**src/rtl/gpio_pkg.sv**
```systemverilog
package gpio_pkg;
  localparam int A_OUT_LO     = 0;
  localparam int A_OUT_LO_SET = 1;
  localparam int A_OUT_LO_CLR = 2;
  localparam int A_OUT_HI     = 3;
  localparam int A_OUT_HI_SET = 4;
  localparam int A_OUT_HI_CLR = 5;
  localparam int A_OE_LO      = 6;
  localparam int A_OE_LO_SET  = 7;
  localparam int A_OE_LO_CLR  = 8;
  localparam int A_OE_HI      = 9;
  localparam int A_OE_HI_SET  = 10;
  localparam int A_OE_HI_CLR  = 11;
  localparam int A_MODE_LO    = 12;
  localparam int A_MODE_HI    = 13;
  localparam int A_IN_LO      = 14;
  localparam int A_IN_HI      = 15;

  typedef enum logic [1:0] {
    ACC_NONE  = 2'd0,
    ACC_LOAD  = 2'd1,
    ACC_SET   = 2'd2,
    ACC_CLEAR = 2'd3
  } acc_kind_e;
endpackage

```
**src/rtl/gpio_alias_reg.sv**
```systemverilog
module gpio_alias_reg #(
  parameter int W = 32
) (
  input  logic                     clk,
  input  logic                     rst,
  input  gpio_pkg::acc_kind_e      kind,
  input  logic [W-1:0]             wdata,
  output logic [W-1:0]             q
);
  always_ff @(posedge clk) begin
    if (rst) begin
      q <= '0;
    end else begin
      case (kind)
        gpio_pkg::ACC_LOAD:  q <= wdata;
        gpio_pkg::ACC_SET:   q <= q | wdata;
        gpio_pkg::ACC_CLEAR: q <= q & ~wdata;
        default:             q <= q;
      endcase
    end
  end
endmodule

```
**src/rtl/gpio_in_sync.sv**
```systemverilog
module gpio_in_sync #(
  parameter int N      = 40,
  parameter int STAGES = 2
) (
  input  logic         clk,
  input  logic         rst,
  input  logic [N-1:0] d,
  output logic [N-1:0] q
);
  logic [STAGES-1:0][N-1:0] chain;

  always_ff @(posedge clk) begin
    if (rst) begin
      chain <= '0;
    end else begin
      chain[0] <= d;
      for (int s = 1; s < STAGES; s++) chain[s] <= chain[s-1];
    end
  end

  assign q = chain[STAGES-1];
endmodule

```
**src/rtl/gpio_pad_drive.sv**
```systemverilog
module gpio_pad_drive #(
  parameter int N = 40
) (
  input  logic         clk,
  input  logic         rst,
  input  logic [N-1:0] lvl,
  input  logic [N-1:0] ena,
  input  logic [N-1:0] odrain,
  output logic [N-1:0] pad_o,
  output logic [N-1:0] pad_oe
);
  for (genvar p = 0; p < N; p++) begin : g_pin
    always_ff @(posedge clk) begin
      if (rst) begin
        pad_o[p]  <= 1'b0;
        pad_oe[p] <= 1'b0;
      end else if (odrain[p]) begin
        pad_o[p]  <= 1'b0;
        pad_oe[p] <= ena[p] & ~lvl[p];
      end else begin
        pad_o[p]  <= lvl[p];
        pad_oe[p] <= ena[p];
      end
    end
  end
endmodule

```
**src/rtl/gpio_out_bank.sv**
```systemverilog
module gpio_out_bank #(
  parameter int NUM_PINS    = 40,
  parameter int DATA_W      = 32,
  parameter int ADDR_W      = 5,
  parameter int SYNC_STAGES = 2
) (
  input  logic                clk,
  input  logic                rst,
  input  logic                bus_valid,
  input  logic                bus_write,
  input  logic [ADDR_W-1:0]   bus_addr,
  input  logic [DATA_W-1:0]   bus_wdata,
  output logic [DATA_W-1:0]   bus_rdata,
  input  logic [NUM_PINS-1:0] pad_i,
  output logic [NUM_PINS-1:0] pad_o,
  output logic [NUM_PINS-1:0] pad_oe
);
  import gpio_pkg::*;

  localparam int LOW_W  = DATA_W;
  localparam int HIGH_W = NUM_PINS - LOW_W;

  logic wr_en;
  logic rd_en;
  assign wr_en = bus_valid & bus_write;
  assign rd_en = bus_valid & ~bus_write;

  function automatic acc_kind_e decode3(input logic we, input logic [ADDR_W-1:0] a,
                                        input int base);
    if (!we)                         return ACC_NONE;
    if (a == ADDR_W'(base))          return ACC_LOAD;
    if (a == ADDR_W'(base + 1))      return ACC_SET;
    if (a == ADDR_W'(base + 2))      return ACC_CLEAR;
    return ACC_NONE;
  endfunction

  acc_kind_e k_out_lo, k_out_hi, k_oe_lo, k_oe_hi, k_md_lo, k_md_hi;
  always_comb begin
    k_out_lo = decode3(wr_en, bus_addr, A_OUT_LO);
    k_out_hi = decode3(wr_en, bus_addr, A_OUT_HI);
    k_oe_lo  = decode3(wr_en, bus_addr, A_OE_LO);
    k_oe_hi  = decode3(wr_en, bus_addr, A_OE_HI);
    k_md_lo  = (wr_en && bus_addr == ADDR_W'(A_MODE_LO)) ? ACC_LOAD : ACC_NONE;
    k_md_hi  = (wr_en && bus_addr == ADDR_W'(A_MODE_HI)) ? ACC_LOAD : ACC_NONE;
  end

  logic [LOW_W-1:0]  out_lo, oe_lo, md_lo;
  logic [HIGH_W-1:0] out_hi, oe_hi, md_hi;

  gpio_alias_reg #(.W(LOW_W))  u_out_lo (.clk(clk), .rst(rst), .kind(k_out_lo),
                                         .wdata(bus_wdata), .q(out_lo));
  gpio_alias_reg #(.W(HIGH_W)) u_out_hi (.clk(clk), .rst(rst), .kind(k_out_hi),
                                         .wdata(bus_wdata[HIGH_W-1:0]), .q(out_hi));
  gpio_alias_reg #(.W(LOW_W))  u_oe_lo  (.clk(clk), .rst(rst), .kind(k_oe_lo),
                                         .wdata(bus_wdata), .q(oe_lo));
  gpio_alias_reg #(.W(HIGH_W)) u_oe_hi  (.clk(clk), .rst(rst), .kind(k_oe_hi),
                                         .wdata(bus_wdata[HIGH_W-1:0]), .q(oe_hi));
  gpio_alias_reg #(.W(LOW_W))  u_md_lo  (.clk(clk), .rst(rst), .kind(k_md_lo),
                                         .wdata(bus_wdata), .q(md_lo));
  gpio_alias_reg #(.W(HIGH_W)) u_md_hi  (.clk(clk), .rst(rst), .kind(k_md_hi),
                                         .wdata(bus_wdata[HIGH_W-1:0]), .q(md_hi));

  logic [NUM_PINS-1:0] out_all, oe_all, od_all, in_sync;
  assign out_all = {out_hi, out_lo};
  assign oe_all  = {oe_hi, oe_lo};
  assign od_all  = {md_hi, md_lo};

  gpio_in_sync #(.N(NUM_PINS), .STAGES(SYNC_STAGES)) u_sync (
    .clk(clk), .rst(rst), .d(pad_i), .q(in_sync));

  gpio_pad_drive #(.N(NUM_PINS)) u_drive (
    .clk(clk), .rst(rst), .lvl(out_all), .ena(oe_all), .odrain(od_all),
    .pad_o(pad_o), .pad_oe(pad_oe));

  logic [DATA_W-1:0] rd_mux;
  always_comb begin
    rd_mux = '0;
    if (bus_addr < ADDR_W'(A_OUT_HI))       rd_mux = out_lo;
    else if (bus_addr < ADDR_W'(A_OE_LO))   rd_mux = DATA_W'(out_hi);
    else if (bus_addr < ADDR_W'(A_OE_HI))   rd_mux = oe_lo;
    else if (bus_addr < ADDR_W'(A_MODE_LO)) rd_mux = DATA_W'(oe_hi);
    else if (bus_addr == ADDR_W'(A_MODE_LO)) rd_mux = md_lo;
    else if (bus_addr == ADDR_W'(A_MODE_HI)) rd_mux = DATA_W'(md_hi);
    else if (bus_addr == ADDR_W'(A_IN_LO))  rd_mux = in_sync[LOW_W-1:0];
    else if (bus_addr == ADDR_W'(A_IN_HI))  rd_mux = DATA_W'(in_sync[NUM_PINS-1:LOW_W]);
  end

  always_ff @(posedge clk) begin
    if (rst)        bus_rdata <= '0;
    else if (rd_en) bus_rdata <= rd_mux;
  end
endmodule

```
**config.mk**
```make
export PLATFORM = sky130hd
export DESIGN_NAME = gpio_out_bank
export DESIGN_NICKNAME = d
export VERILOG_FILES = /design/src/rtl/gpio_pkg.sv /design/src/rtl/gpio_alias_reg.sv /design/src/rtl/gpio_in_sync.sv /design/src/rtl/gpio_pad_drive.sv /design/src/rtl/gpio_out_bank.sv
export SDC_FILE = /design/constraint.sdc
export NUM_CORES = 1
export LEC_CHECK = 0
export ABC_AREA = 1
export CORE_MARGIN = 2
export CORE_UTILIZATION = 57
export CTS_CLUSTER_DIAMETER = 60
export DETAILED_ROUTE_END_ITERATION = 16
export PLACE_DENSITY = 0.85
export SYNTH_ARGS = -nofsm -noshare
export SYNTH_HDL_FRONTEND = slang
export SYNTH_SLANG_ARGS = --single-unit
```
**constraint.sdc**
```tcl
create_clock -name clk -period 2.6 [get_ports clk]
set_input_delay 0.52 -clock clk [delete_from_list [all_inputs] [get_ports clk]]
set_output_delay 0.52 -clock clk [all_outputs]
set_load 0.02 [all_outputs]
```
==> results of run 1 <==
## area by class of cell
cell class                      count  area (um2)  area share, %
Clock buffer                       45       908.4          6.104
Antenna cell                        1       2.502        0.01682
Sequential cell                   312        6246          41.97
Clock inverter                      9       102.6         0.6895
Inverter                          199       748.2          5.028
Tap cell                          270       337.8          2.270
Multi-Input combinational cell    845        4294          28.86
Timing Repair Buffer              226        2241          15.06
## cells in the mapped netlist, drive strengths merged
cell type	instances	area, um2
a31oi	28	175.2
and3	1	6.260
o22ai	41	256.5
a211oi	19	142.6
dfxtp	312	6246
o21ai	99	499.2
nand2	210	810.8
inv	196	735.7
nand3	33	170.2
buf	50	305.3
o21a	10	75.07
o311a	9	90.09
nor3	42	210.2
nor2	148	623.1
clkinv	3	11.26
a2bb2oi	2	17.52
o211a	17	170.2
o211ai	4	30.03
clkbuf	36	135.1
a21oi	162	814.5
o32ai	18	157.7
nor4	2	27.53
## per-stage QoR
stage	util, %	hold WS (ns)
after floorplan	-	0.3883
after global placement	68.75	0.3899
after detailed placement	68.75	0.3924
after CTS	73.77	0.3182
after global routing	73.78	0.3399
final	73.78	0.3291
## cell usage in the layout (no fill, tap or decap), types with 3 or more instances in the layout
| cell type | Yosys | routed |
|---|---|---|
| a21oi_1 | 161 | 161 |
| nor3_1 | 42 | 42 |
| inv_1 | 188 | 188 |
| o311a_1 | 9 | 9 |
| nor2_1 | 135 | 134 |
| clkbuf_16 | 0 | 31 |
| o21ai_1 | 10 | 10 |
| buf_12 | 0 | 5 |
| nand2_1 | 205 | 205 |
| nor2_4 | 7 | 10 |
| o21a_1 | 10 | 10 |
| o21ai_0 | 88 | 88 |
| a31oi_1 | 28 | 28 |
| nor2_2 | 6 | 4 |
| clkbuf_8 | 0 | 8 |
| a211oi_1 | 19 | 19 |
| clkdlybuf4s50_1 | 0 | 191 |
| nand3_1 | 32 | 32 |
| o211ai_1 | 4 | 4 |
| o211a_1 | 17 | 17 |
| o22ai_1 | 41 | 41 |
| clkinv_2 | 0 | 6 |
| clkbuf_1 | 36 | 6 |
| nand2_2 | 3 | 3 |
| dfxtp_1 | 312 | 312 |
| o32ai_1 | 18 | 18 |
| inv_2 | 8 | 8 |
| buf_4 | 5 | 29 |
## report_power, final
group	internal (mW)	switching (mW)
Combinational	0.286	0.435
Sequential	4.89	0.0576
Clock	2.60	1.78
Total	7.78	2.27
## flip-flops by register name, indices dropped and copies added (netlist names), 32 cells and up
name,count
u_sync.q,40
u_sync.chain,40
u_drive.pad_oe,40
u_md_lo.q,32
u_drive.pad_o,40
u_out_lo.q,32
u_oe_lo.q,32
bus_rdata,32
## final timing paths
path / slack (ns) / cells past startpoint / from / to
max: 0.50 / 1 / bus_rdata[24] / bus_rdata[24]
min: 0.33 / 2 / rst / u_sync.chain[9]
max reg2reg: 1.43 / 10 / u_md_hi.q[2] / bus_rdata[2]
min reg2reg: 0.40 / 2 / u_sync.chain[29] / u_sync.q[29]
## logic make-up after synthesis
| logic type | count (synthesis) |
|---|---|
| buffers and inverters | 285 |
| and+or+nand+nor | 436 |
| AOI/OAI and AO/OA | 409 |
| DFF | 312 |
## layer usage
| metal | vias up | wire [um] |
|---|---|---|
| met4 | 0 | 1569 |
| met1 | 4897 | 12810 |
| met5 | - | 0 |
| li1 | 5098 | - |
| met2 | 718 | 15580 |
| met3 | 156 | 3433 |
==> results.json, run 1 <==
{
  "postLayoutSetupSlackWorst_ns": 0.4987,
  "antenna_found_initial": 1,
  "use_met3_pct": 5.683,
  "finalInstanceArea_um2": 14880,
  "numCtsBuffers": 31,
  "cts_tree": "built",
  "grt_start_max_net_pins": 93,
  "clockBufferDepth": 3,
  "drtAntennaViolNets": 0,
  "drive_above_1_share_pct": 7.029,
  "fin_skew_ns": 0.01086,
  "syn_to_final_growth_pct": 27.08,
  "cts_sinks": 312,
  "cts_root_buf": "clkbuf_16",
  "dieArea_um2": 21710,
  "power.density_nw_per_um2": 675.5,
  "maxCapViolations": 0,
  "hpwl_mm": 21.68,
  "io_buffers": 192,
  "maxSlewViolCount": 0,
  "cp.arrival_ns": 1.58,
  "stdcell_count": 1907,
  "met1_usage_pct": 38.51,
  "cp_max_fo": 2,
  "fin_crit_sh_pct": 80.82,
  "syn_avg_cell_area_um2": 8.121,
  "firstDrtPassIters": 8,
  "crit_family": "buffers and inverters",
  "maxSlewHeadroom_pct": 62.36,
  "htreeDepth": 1,
  "p_leak_nw": 6.063,
  "nets": 1696,
  "drtIter0Drc": 1350,
  "drc": 0,
  "startpoint_type": "flip-flop",
  "io_pins": 193,
  "cts_setup_buffers": 0,
  "netlist_instances": 1442,
  "finalPower_mw": 10.05,
  "dpl_cell_area_um2": 13870,
  "grt-busiest-layer": "met2",
  "status": "completed",
  "gp_congestion": 1.079,
  "coreArea_um2": 20170,
  "post_drt_wl_per_cell_um": 17.51,
  "critical_path.slowest_cell": "clkdlybuf4s50_1",
  "start_util_pct": 58.06,
  "fmax_mhz": 475.9,
  "synth_top_family_by_area": "compound AO/OA/AOI/OAI gates",
  "tightest_slew_ns": 0.5640,
  "synth-simple-area-share_pct": 15.78,
  "grt_overflow": 0,
  "setup-violations-final": 0,
  "rsz0062_at_grt": "no",
  "use_met2_pct": 49.60,
  "peakVddDrop_uv": 470.5,
  "cpPeakStageDelay_ns": 0.68,
  "dp_cells": 1852,
  "viasPerCell": 5.700,
  "tns_ns": 0,
  "synth-compound-area-share_pct": 20.74,
  "final-hold-violation-count": 0,
  "muxShareOfSynthArea_pct": 0,
  "row_count": 52,
  "grt_usage_pct": 30.25,
  "synth_adder_area_share_pct": 0,
  "grt_pass1_vias": 10580,
  "worstPathRequired_ns": 2.08,
  "hp-class": "primary input to flip-flop",
  "ys_ff_latch": 312,
  "syn_area_um2": 11710,
  "insertion_delay_ns": 0.56,
  "cts_resized": 0,
  "grt_pass1_wl_mm": 53.28,
  "crit_chain": "clkdlybuf4s50_1",
  "yosysSeqAreaShare_pct": 53.34,
  "path_class": "flip-flop to output port",
  "ys_types": 35,
  "path_clk_slew_ns": 0.06,
  "fp.dieW_um": 147.3,
  "min_period_ns": 2.101,
  "cp_num_buf_inv": 1,
  "die_y_um": 147.3,
  "yosys_warnings": 0,
  "fillers": 1489,
  "synth-xor-area-share_pct": 0,
  "routed-via-count": 10870,
  "cp-end-kind": "output port",
  "routed_wl_mm": 33.39,
  "holdBufCountCts": 0,
  "syn_nets": 1523,
  "post-place-ws_ns": 0.08599
}
Power figures use the tool's default switching activity.
==> run 2: changes to the inputs <==
- CORE_UTILIZATION: 57 -> 48
- PLACE_DENSITY: 0.85 -> 0.76
- clock period: 2.6 -> 1.9 ns (I/O delays scaled with it)
==> results.json, run 2 (synthesis gave the netlist of run 1 again) <==
{
  "status": "completed",
  "maxCapViolations": 0,
  "antenna_found_initial": 1,
  "cpPeakStageDelay_ns": 0.63,
  "cp_num_buf_inv": 1,
  "io_pins": 193,
  "min_period_ns": 1.877,
  "path_clk_slew_ns": 0.06,
  "cts_setup_buffers": 0,
  "post-place-ws_ns": -0.3339,
  "grt_overflow": 0,
  "use_met2_pct": 41.74,
  "p_leak_nw": 6.478,
  "tightest_slew_ns": 0.5175,
  "worstPathRequired_ns": 1.52,
  "die_y_um": 160.2,
  "syn_to_final_growth_pct": 33.35,
  "crit_chain": "clkdlybuf4s50_1",
  "finalPower_mw": 14.56,
  "gp_congestion": 0.9001,
  "drtAntennaViolNets": 0,
  "peakVddDrop_uv": 672.9,
  "grt_start_max_net_pins": 99,
  "cp-end-kind": "output port",
  "final-hold-violation-count": 0,
  "drtIter0Drc": 1118,
  "hp-class": "primary input to flip-flop",
  "postLayoutSetupSlackWorst_ns": 0.02275,
  "start_util_pct": 48.58,
  "path_class": "flip-flop to output port",
  "htreeDepth": 2,
  "post_drt_wl_per_cell_um": 16.83,
  "cp.arrival_ns": 1.50,
  "met1_usage_pct": 34.32,
  "setup-violations-final": 0,
  "maxSlewViolCount": 0,
  "firstDrtPassIters": 5,
  "drc": 0,
  "grt_pass1_wl_mm": 53.41,
  "drive_above_1_share_pct": 9.792,
  "fillers": 1983,
  "viasPerCell": 5.377,
  "fmax_mhz": 532.7,
  "dieArea_um2": 25660,
  "numCtsBuffers": 34,
  "routed_wl_mm": 33.83,
  "final_common_cell": "dfxtp_1",
  "clockBufferDepth": 3,
  "grt_usage_pct": 25.67,
  "rrSetupSlack_ns": 0.77,
  "fp.dieW_um": 160.2,
  "hpwl_mm": 22.46,
  "cts_sinks": 312,
  "critical_path.slowest_cell": "clkdlybuf4s50_1",
  "rsz0062_at_grt": "yes",
  "use_met3_pct": 4.208,
  "grt_pass1_vias": 10360,
  "nets": 1740,
  "io_buffers": 192,
  "layout_common_cells": "dfxtp_1, nand2_1, inv_1, clkdlybuf4s50_1, a21oi_1",
  "cts_root_buf": "clkbuf_16",
  "cp_max_fo": 2,
  "coreArea_um2": 24110,
  "fin_crit_sh_pct": 98.80,
  "startpoint_type": "flip-flop",
  "routed-via-count": 10810,
  "cts_tree": "built",
  "grt-busiest-layer": "met2",
  "insertion_delay_ns": 0.50,
  "fin_skew_ns": 0.01031,
  "power.density_nw_per_um2": 932.2,
  "row_count": 57,
  "maxSlewHeadroom_pct": 65.45,
  "final_util_pct": 64.78,
  "crit_family": "buffers and inverters"
}
[run 2: timing repair]
item | CTS | global route
hold buffers | 0 | 0
gates resized for setup | 1 | 6
setup endpoints to repair | 1 | 8
[run 2: layout make-up]
cell class                      instances  area [um2]  share of cell area [%]
Timing Repair Buffer                  267        2745                   17.58
Multi-Input combinational cell        845        4299                   27.53
Clock buffer                           49        1041                   6.667
Tap cell                              324       405.4                   2.596
Inverter                              199       748.2                   4.792
Antenna cell                            1       2.502                 0.01603
Clock inverter                         13       127.6                  0.8173
Sequential cell                       312        6246                   40.00
[run 2: worst paths after layout]
path | start | to | depth (start not counted)
worst max-delay path | bus_rdata[6] | bus_rdata[6] | 1
worst min-delay path | rst | u_sync.chain[11] | 2
worst max register to register | u_md_hi.q[1] | bus_rdata[1] | 10
worst min register to register | u_sync.chain[24] | u_sync.q[24] | 2
[run 2: power by group]
group	internal, mW	switching [mW]
logic	0.460	0.610
registers	6.69	0.0708
clock network	4.10	2.62
[run 2: per-layer routing]
layer / vias to the layer above / wire, um
met5: - / 0
met4: 0 / 940
met3: 79 / 2679
met2: 554 / 15540
met1: 4970 / 14670
li1: 5204 / -
[run 2: per-stage QoR]
step,setup TNS [ns],std cells,hold WS [ns],instance area [um2]
after floorplan,0,1442,0.3883,11710
after global placement,-34.37,1947,0.3892,14430
after detailed placement,-39.05,1947,0.3916,14430
after CTS,0,2009,0.1011,15600
after global routing,-0.002184,2010,0.1117,15620
final,0,2010,0.1142,15620
